[src/rtl/i2c_wake_pkg.sv]
package i2c_wake_pkg;

  typedef enum logic [2:0] {
    ST_IDLE,
    ST_ADDR,
    ST_HOLD,
    ST_ACK_SU,
    ST_ACK,
    ST_NACK
  } wake_state_e;

  typedef struct packed {
    logic start;
    logic stop;
    logic scl_rise;
    logic scl_fall;
  } bus_evt_t;

endpackage

[src/rtl/i2c_wake_gate.sv]
module i2c_wake_gate #(
  parameter int unsigned QUAL_N = 2
) (
  input  logic              slave_en_i,
  input  logic [QUAL_N-1:0] qual_i,
  input  logic              pd_i,
  input  logic              addr_wake_en_i,
  output logic              armed_o
);

  // any one bus-owner qualifier is enough
  logic qual_any;
  assign qual_any = |qual_i;

  assign armed_o = slave_en_i & qual_any & pd_i & addr_wake_en_i;

endmodule

[src/rtl/i2c_wake_bus_mon.sv]
module i2c_wake_bus_mon
  import i2c_wake_pkg::*;
(
  input  logic     clk_i,
  input  logic     rst_ni,
  input  logic     scl_i,
  input  logic     sda_i,
  output bus_evt_t evt_o
);

  logic scl_q, sda_q;

  always_ff @(posedge clk_i or negedge rst_ni) begin
    if (!rst_ni) begin
      scl_q <= 1'b1;
      sda_q <= 1'b1;
    end else begin
      scl_q <= scl_i;
      sda_q <= sda_i;
    end
  end

  always_comb begin
    evt_o.start    = scl_q & scl_i & sda_q & ~sda_i;
    evt_o.stop     = scl_q & scl_i & ~sda_q & sda_i;
    evt_o.scl_rise = ~scl_q & scl_i;
    evt_o.scl_fall = scl_q & ~scl_i;
  end

endmodule

[src/rtl/i2c_wake_addr_rx.sv]
module i2c_wake_addr_rx #(
  parameter int unsigned FRAME_BITS = 8,
  localparam int unsigned CNT_W = $clog2(FRAME_BITS + 1)
) (
  input  logic                  clk_i,
  input  logic                  rst_ni,
  input  logic                  clear_i,
  input  logic                  shift_i,
  input  logic                  sda_i,
  output logic [FRAME_BITS-1:0] frame_o,
  output logic                  full_o
);

  logic [CNT_W-1:0]      cnt_q;
  logic [FRAME_BITS-1:0] sh_q;

  assign full_o  = (cnt_q == CNT_W'(FRAME_BITS));
  assign frame_o = sh_q;

  always_ff @(posedge clk_i or negedge rst_ni) begin
    if (!rst_ni) begin
      cnt_q <= '0;
      sh_q  <= '0;
    end else if (clear_i) begin
      cnt_q <= '0;
      sh_q  <= '0;
    end else if (shift_i && !full_o) begin
      cnt_q <= cnt_q + 1'b1;
      sh_q  <= {sh_q[FRAME_BITS-2:0], sda_i};  // msb first
    end
  end

  p_cnt_bound_r3: assert property (@(posedge clk_i) disable iff (!rst_ni)
    cnt_q <= CNT_W'(FRAME_BITS));

  p_shift_counts_r3: assert property (@(posedge clk_i) disable iff (!rst_ni)
    (shift_i && !clear_i && !full_o) |=> (cnt_q == $past(cnt_q) + 1'b1));

endmodule

[src/rtl/i2c_wake_fsm.sv]
module i2c_wake_fsm
  import i2c_wake_pkg::*;
(
  input  logic        clk_i,
  input  logic        rst_ni,
  input  logic        armed_i,
  input  bus_evt_t    evt_i,
  input  logic        full_i,
  input  logic        match_i,
  input  logic        osc_ready_i,
  output wake_state_e state_o,
  output logic        rx_clear_o,
  output logic        rx_shift_o,
  output logic        irq_o
);

  wake_state_e state_q, state_d;
  logic        irq_q;

  always_comb begin
    state_d    = state_q;
    rx_clear_o = 1'b0;
    if (!armed_i) begin
      state_d = ST_IDLE;
    end else begin
      unique case (state_q)
        ST_IDLE: if (evt_i.start) begin
          state_d    = ST_ADDR;
          rx_clear_o = 1'b1;
        end
        ST_ADDR: begin
          if (evt_i.start || evt_i.stop)        state_d = ST_IDLE;
          else if (full_i && evt_i.scl_fall)    state_d = match_i ? ST_HOLD : ST_NACK;
        end
        ST_HOLD:   if (osc_ready_i) state_d = ST_ACK_SU;
        ST_ACK_SU: state_d = ST_ACK;
        ST_ACK:    if (evt_i.scl_fall || evt_i.stop) state_d = ST_IDLE;
        ST_NACK:   if (evt_i.scl_fall || evt_i.stop) state_d = ST_IDLE;
        default:   state_d = ST_IDLE;
      endcase
    end
  end

  assign rx_shift_o = (state_q == ST_ADDR) && evt_i.scl_rise;

  always_ff @(posedge clk_i or negedge rst_ni) begin
    if (!rst_ni) begin
      state_q <= ST_IDLE;
      irq_q   <= 1'b0;
    end else begin
      state_q <= state_d;
      irq_q   <= (state_d == ST_HOLD) && (state_q != ST_HOLD);
    end
  end

  assign state_o = state_q;
  assign irq_o   = irq_q;

  p_irq_pulse_r4: assert property (@(posedge clk_i) disable iff (!rst_ni)
    irq_q |=> !irq_q);

  p_hold_wait_r5: assert property (@(posedge clk_i) disable iff (!rst_ni)
    (state_q == ST_HOLD && armed_i && !osc_ready_i) |=> (state_q == ST_HOLD));

  p_ack_setup_r6: assert property (@(posedge clk_i) disable iff (!rst_ni)
    (state_q == ST_ACK_SU) |=> (state_q == ST_ACK || state_q == ST_IDLE));

  p_abort_r8: assert property (@(posedge clk_i) disable iff (!rst_ni)
    (state_q == ST_ADDR && (evt_i.start || evt_i.stop)) |=> (state_q == ST_IDLE));

endmodule

[src/rtl/i2c_wake_ctrl.sv]
module i2c_wake_ctrl
  import i2c_wake_pkg::*;
#(
  parameter int unsigned ADDR_W = 7,
  localparam int unsigned FRAME_BITS = ADDR_W + 1
) (
  input  logic              clk_i,
  input  logic              rst_ni,
  input  logic              slave_en_i,
  input  logic              i2c_on_i,
  input  logic              usb_en_i,
  input  logic              pd_i,
  input  logic              addr_wake_en_i,
  input  logic [ADDR_W-1:0] own_addr_i,
  input  logic              osc_ready_i,
  input  logic              scl_i,
  input  logic              sda_i,
  output logic              wake_irq_o,
  output logic              scl_hold_o,
  output logic              sda_low_o,
  output logic              rw_o
);

  logic                  armed;
  bus_evt_t              evt;
  logic [FRAME_BITS-1:0] frame;
  logic                  full, match, rx_clear, rx_shift;
  wake_state_e           state;

  i2c_wake_gate #(.QUAL_N(2)) u_gate (
    .slave_en_i     (slave_en_i),
    .qual_i         ({usb_en_i, i2c_on_i}),
    .pd_i           (pd_i),
    .addr_wake_en_i (addr_wake_en_i),
    .armed_o        (armed)
  );

  i2c_wake_bus_mon u_mon (
    .clk_i  (clk_i),
    .rst_ni (rst_ni),
    .scl_i  (scl_i),
    .sda_i  (sda_i),
    .evt_o  (evt)
  );

  i2c_wake_addr_rx #(.FRAME_BITS(FRAME_BITS)) u_rx (
    .clk_i   (clk_i),
    .rst_ni  (rst_ni),
    .clear_i (rx_clear),
    .shift_i (rx_shift),
    .sda_i   (sda_i),
    .frame_o (frame),
    .full_o  (full)
  );

  // r/w bit excluded from compare
  assign match = (frame[FRAME_BITS-1:1] == own_addr_i);
  assign rw_o  = frame[0];

  i2c_wake_fsm u_fsm (
    .clk_i       (clk_i),
    .rst_ni      (rst_ni),
    .armed_i     (armed),
    .evt_i       (evt),
    .full_i      (full),
    .match_i     (match),
    .osc_ready_i (osc_ready_i),
    .state_o     (state),
    .rx_clear_o  (rx_clear),
    .rx_shift_o  (rx_shift),
    .irq_o       (wake_irq_o)
  );

  assign scl_hold_o = (state == ST_HOLD) || (state == ST_ACK_SU);
  assign sda_low_o  = (state == ST_ACK_SU) || (state == ST_ACK);

  p_gate_off_r1: assert property (@(posedge clk_i) disable iff (!rst_ni)
    !armed |=> (!scl_hold_o && !sda_low_o && !wake_irq_o));

  p_irq_with_hold_r4: assert property (@(posedge clk_i) disable iff (!rst_ni)
    wake_irq_o |-> scl_hold_o);

  p_ack_before_release_r6: assert property (@(posedge clk_i) disable iff (!rst_ni)
    $rose(sda_low_o) |-> scl_hold_o);

  p_nack_quiet_r7: assert property (@(posedge clk_i) disable iff (!rst_ni)
    (full && evt.scl_fall && !match && state == ST_ADDR) |=> (!scl_hold_o && !wake_irq_o));

endmodule

[config.mk]
export PLATFORM = sky130hd
export DESIGN_NAME = i2c_wake_ctrl
export DESIGN_NICKNAME = d
export VERILOG_FILES = /design/src/rtl/i2c_wake_pkg.sv /design/src/rtl/i2c_wake_gate.sv /design/src/rtl/i2c_wake_bus_mon.sv /design/src/rtl/i2c_wake_addr_rx.sv /design/src/rtl/i2c_wake_fsm.sv /design/src/rtl/i2c_wake_ctrl.sv
export SDC_FILE = /design/constraint.sdc
export NUM_CORES = 1
export LEC_CHECK = 0
export CORE_MARGIN = 5
export CORE_UTILIZATION = 45
export CTS_CLUSTER_DIAMETER = 50
export DETAILED_ROUTE_END_ITERATION = 12
export PLACE_DENSITY = 0.81
export SYNTH_ARGS = -nofsm -noshare
export SYNTH_HDL_FRONTEND = slang
export SYNTH_SLANG_ARGS = --single-unit
[constraint.sdc]
create_clock -name clk_i -period 1.9 [get_ports clk_i]
set_input_delay 0.19 -clock clk_i [delete_from_list [all_inputs] [get_ports clk_i]]
set_output_delay 0.19 -clock clk_i [all_outputs]
set_load 0.005 [all_outputs]
---- After elaboration in Yosys (flattened, before gate mapping) ----
Cells that the tools add are included.
storage, ports and cells
  bits in registers ....................... 18
  input port bits ......................... 17
  output and inout port bits .............. 4
cells by class
  add/subtract/negate cells ............... 1
  equal/unequal tests ..................... 9
  multiplexer cells ....................... 15
  bitwise logic cells ..................... 14
  reductions and logical operators ........ 13
operators by type and width
  cell                   number
  $mux W3                7
  $mux W8                2
  $pmux W3 S5            1
  $and A1 B1 Y1          10
  $eq A3 B2 Y1 const B   3
  $mux W4                2
  $eq A7 B7 Y1           1
  $eq A3 B3 Y1 const B   2
  $add A4 B1 Y4 const B  1
  $eq A4 B4 Y1 const B   1
  $logic_and A1 B1 Y1    4
  $logic_or A1 B1 Y1     4
  $not A1 Y1             4
  $reduce_or A2 Y1       2
  $eq A3 B1 Y1 const B   1
  $logic_not A3 Y1       1
  $mux W1                3
  $ne A3 B2 Y1 const B   1
  $reduce_bool A2 Y1     1
  $logic_not A1 Y1       1

---- Logic depth before layout (Yosys ltp) ----
Gate-level depths: netlist (run 1).
  depth in word-level cells ............... 9
  mapped depth ............................ 8
  mapped depth without buffers ............ 7

---- By module ----
From an unflattened synthesis (run 1), not the netlist that was laid out.
unflattened totals
  cells, all modules ...................... 101
  area total of the unflattened synthesis .. 1073.5 µm²
by module, submodules not included
  module            instances  cells an instance  area an instance (µm²)  seq. area each (µm²)
  i2c_wake_addr_rx  1          52                 600.6                   300.3
  i2c_wake_fsm      1          29                 272.8                   100.1
  i2c_wake_ctrl     1          13                 101.3                   0.0
  i2c_wake_bus_mon  1          6                  87.6                    52.6
  i2c_wake_gate     1          1                  11.3                    0.0

---- Least setup slack after synthesis (run 1) ----
No wires, ideal clock.
  kind .................................... flip-flop to flip-flop
  start ................................... reg u_rx.cnt_q[0]
  end ..................................... reg u_rx.sh_q[0] (netlist: u_rx.frame_o[0])
  library setup time ...................... 0.128 ns
  arrival time ............................ 1.346 ns
  required time ........................... 1.772 ns
  path slack .............................. 0.427 ns
  cell stages (with the launch flop) ...... 8
  path buffers ............................ 1
  path through ............................ dfrtp_1 inv_1 ha_1 nand3b_1 nand4b_1 buf_4 o21ai_2 mux2_1
on the way
  word-level cells in the longest chain between the ends .. 4
ends and longest elaborated chain
  element                              RTL line                text
  start: declaration                   i2c_wake_addr_rx.sv:14  logic [CNT_W-1:0] cnt_q;
  start signal: assignment             i2c_wake_addr_rx.sv:28  cnt_q <= cnt_q + 1'b1;
  $eq A4 B4 Y1                         i2c_wake_addr_rx.sv:17  assign full_o = (cnt_q == CNT_W'(FRAME_BITS));
  $logic_not A1 Y1                     i2c_wake_addr_rx.sv:27  end else if (shift_i && !full_o) begin
  $logic_and A1 B1 Y1                  i2c_wake_addr_rx.sv:27
  $reduce_bool A2 Y1 (no source line)  -
  end signal: assignment               i2c_wake_addr_rx.sv:29  sh_q <= {sh_q[FRAME_BITS-2:0], sda_i};
  end: declaration                     i2c_wake_addr_rx.sv:15  logic [FRAME_BITS-1:0] sh_q;
Every way passes these cells.
A chain may end at the register's enable or synchronous reset.

---- Worst setup path in the final report (run 1) ----
  start ................................... reg u_fsm.state_q[2] (netlist: u_fsm.state_o[2])
  end ..................................... out sda_low_o
on the way
  word-level cells in the longest chain between the ends .. 2
  elaborated cells between the ends (all ways) .. 3
  classes of those cells .................. eq/ne (2); reduce/logical (1)
ends and longest elaborated chain
  element                                              RTL line             text
  start: declaration                                   i2c_wake_fsm.sv:17   wake_state_e state_q, state_d;
  start signal: assignment                             i2c_wake_fsm.sv:51   state_q <= state_d;
  $eq A3 B2 Y1 / $eq A3 B3 Y1 (equally long branches)  i2c_wake_ctrl.sv:75  assign sda_low_o = (state == ST_ACK_SU) || (state == ST_ACK);
  $logic_or A1 B1 Y1 (*)                               i2c_wake_ctrl.sv:75
  end: declaration                                     i2c_wake_ctrl.sv:20  output logic sda_low_o,
Every way passes the cells marked *; elsewhere a longest branch is shown, timed or not.

==> results of run 1 <==
[path summary, 6_finish.rpt]
path                                        startpoint                          end  slack (ns)  depth (start not counted)
setup / recovery            u_fsm.state_o[2]$_DFF_PN0_                    sda_low_o        0.04                          4
hold / removal                                  rst_ni   u_fsm.state_o[1]$_DFF_PN0_        0.21                          2
setup reg to reg            u_fsm.state_o[2]$_DFF_PN0_    u_rx.cnt_q[3]$_DFFE_PN0P_        0.30                          5
hold reg to reg            u_rx.frame_o[7]$_DFFE_PN0P_  u_rx.frame_o[7]$_DFFE_PN0P_        0.55                          2
max in group asynchronous                       rst_ni        u_mon.sda_q$_DFF_PN1_        1.43                          2
min in group clk_i                               scl_i        u_mon.scl_q$_DFF_PN1_        0.43                          1
[per-stage QoR]
step                      total power [mW]  setup slack (ns)  cell area, sq um  utilization
after detailed placement            0.4890            0.1487              1231       0.5731
after global placement              0.4854            0.2376              1231       0.5731
after CTS                           0.7240           0.01057              1270       0.5911
final                               0.7135           0.04027              1279       0.5952
after global routing                0.7502          -0.09299              1279       0.5952
after floorplan                     0.4294            0.4267             984.7            -
[repair_timing]
item	in CTS	in global routing
gates cloned	0	0
hold buffers	0	0
buffers inserted	0	1
endpoints found under the setup margin	1	1
resized for setup	2	1
[cell type report]
| class | count | area [sq um] | share of cell area |
|---|---|---|---|
| clock buffers | 4 | 36.28 | 0.02838 |
| flip-flops and latches | 18 | 455.4 | 0.3562 |
| well taps | 28 | 35.03 | 0.02740 |
| inverters | 4 | 15.01 | 0.01174 |
| multi-input cells | 77 | 491.7 | 0.3845 |
| repair buffers | 26 | 245.2 | 0.1918 |
[kinds of logic after synthesis]
kind of cell / share of synthesized area
and+or+nand+nor: 0.2376
AOI/OAI and AO/OA: 0.1347
DFF: 0.4600
xor gates and xnor gates: 0.08894
buffers and inverters: 0.04192
adders and majority gates: 0.02541
muxes: 0.01144
[sequential cells by signal, indices dropped and copies added (netlist names)]
register / cells
u_fsm.state_o: 3
u_fsm.irq_o: 1
u_mon.scl_q: 1
u_rx.cnt_q: 4
u_mon.sda_q: 1
u_rx.frame_o: 8
[power breakdown]
part           switching (mW)  internal, mW  leakage (nW)
Clock                   0.116         0.117        0.0210
Combinational          0.0288        0.0501         0.261
Sequential            0.00929         0.392         0.240
[layout by cell type, fill, tap and decap left out, types with 2 or more instances in the layout]
master,n
a21oi_1,15
nand2_1,19
nor2_2,2
dfrtp_2,2
dfstp_2,2
a21o_1,2
clkdlybuf4s50_1,20
xnor2_1,6
nor3b_1,2
clkbuf_4,3
o21ai_0,4
buf_4,6
inv_1,4
dfrtp_1,14
xor2_1,4
ha_1,2
nand2b_1,2
[worst max-delay path, stage by stage, from the launching register on]
cell and delay [ns]:
dfrtp_2 0.42, and2b_2 0.25, nand2_1 0.07, o21ai_0 0.10
clkdlybuf4s50_1 0.54
[metal layers]
layer	vias to the layer above	global-route usage	routed length [um]
li1	403	-	-
met1	395	0.1652	912
met2	13	0.2459	1087
met3	6	0.02069	56
met4	0	0.05960	41
met5	-	0	0
==> summary.md, run 1 <==
| Metric | Value |
|---|---|
| Critical path arrival | `approximately 1.7 ns` |
| Critical path class | `reg -> out` |
| Routed Antenna Nets | `0` |
| Synth area leader | `dfrtp_1` |
| Die Ht | `~57 um` |
| Async SR Flop Fraction | `1.000` |
| CTS clock-pin slew for the worst setup and hold paths | `0.10 ns` |
| Rel. slew slack | `0.7113` |
| Largest net degree at the start of global routing | `19` |
| Clock H-tree levels | `1` |
| Post-synth top flop | `dfrtp_1` |
| Crit end category | `output port` |
| HP Class | `in -> async` |
| Width of the chip | `approximately 57 um` |
| Endpoints failing hold | `0` |
| Yosys warning count | `0` |
| GRT Util Overall | `0.1390` |
| Filler cells | `182` |
| Final worst-path cycle share | `0.9788` |
| Layout cells sized above 1 | `0.1705` |
| Worst Max-Slew Pin Slew | `0.4326 ns` |
| Max cap viols | `0` |
| Skew final | `0.005460 ns` |
| Placer Congestion | `0.9187` |
| Die ar. | `0.003224 sq mm` |
| EDFF count, synth | `0` |
| Initial antenna violation count | `0` |
| DRC | `0` |
| Row Count | `17` |
| Min Hold Slack | `0.2096 ns` |
| Seq/Total Area, Yosys | `0.4600` |
| Startpoint types | `register` |
| Via count | `around 820` |
| CTS root buf | `clkbuf_4` |
| Yosys reg bits | `18` |
| Post-Syn Area | `roughly 1000 sq um` |
| Avg WL per Cell | `13.36 um` |
| Total global routing overflow | `0` |
| Core ar. | `roughly 0.0021 sq mm` |
| Synth Area per Inst | `about 9.7 sq um` |
| Top Ports | `21` |
| TNS Setup | `0 ns` |
| Total leakage power | `approximately 0.52 nW` |
| Drt first pass iters | `4` |
| Routed wire length | `2098 um` |
| Final-report max-slew violation count | `0` |
| Antenna Cells | `0` |
| HPWL after DPL | `about 1600 um` |
| Most frequent cell after synthesis | `nand2_1` |
| Final setup fails | `0` |
| Via density | `5.204` |
| Status | `complete, no violations` |
| Final #Nets | `approximately 150` |
| Placed insts | `152` |
| PortBufs | `20` |
| Post-Syn Nets | `121` |
| Synth area leaders | `dfrtp_1 41%, a21oi_1 7.6%, nand2_1 7.2%, dfstp_2 5.3%, xnor2_1 5.3%` |
| First-pass GRT wire length | `3574 um` |
| Worst vdd rail ir drop | `0.3317 mV` |
| Non-filler cells, final | `157` |
| Syn-to-layout area delta | `29.86%` |
| TritonCTS buffer count | `3` |
| Sink Count | `18` |
| CP required | `1.71 ns` |
| CTS max path bufs | `2` |
| Unique masters post-synth | `34` |
| Fmax | `roughly 540 MHz` |
| Post-synth top area share | `0.4066` |
| Crit Path Max Fanout | `4` |
| Vias in the first global route | `841` |
| Synth cell count leaders | `19 x nand2_1, 16 x dfrtp_1, 15 x a21oi_1` |
| Initial drt markers | `7` |
| Initial core utilization | `0.4584` |
| Final Critical Period | `1.860 ns` |
| Cells after Synth | `~100` |
| CTS tree | `done` |
| P per Cell Area | `558.0 mW/mm^2` |
| Skew-Pair Late Insertion Delay | `0.29 ns` |
No activity file was read; power rests on OpenSTA's default activity.
==> inputs of run 2 (changes only) <==
- ABC_AREA: not set -> 0
==> results of run 2 <==
The final DEF is identical to that of run 1; final timing and power are the same.
==> inputs of run 3 (changes only) <==
- CAP_MARGIN: not set -> 20
==> results of run 3 <==
The final DEF is identical to that of run 1; final timing and power are the same.
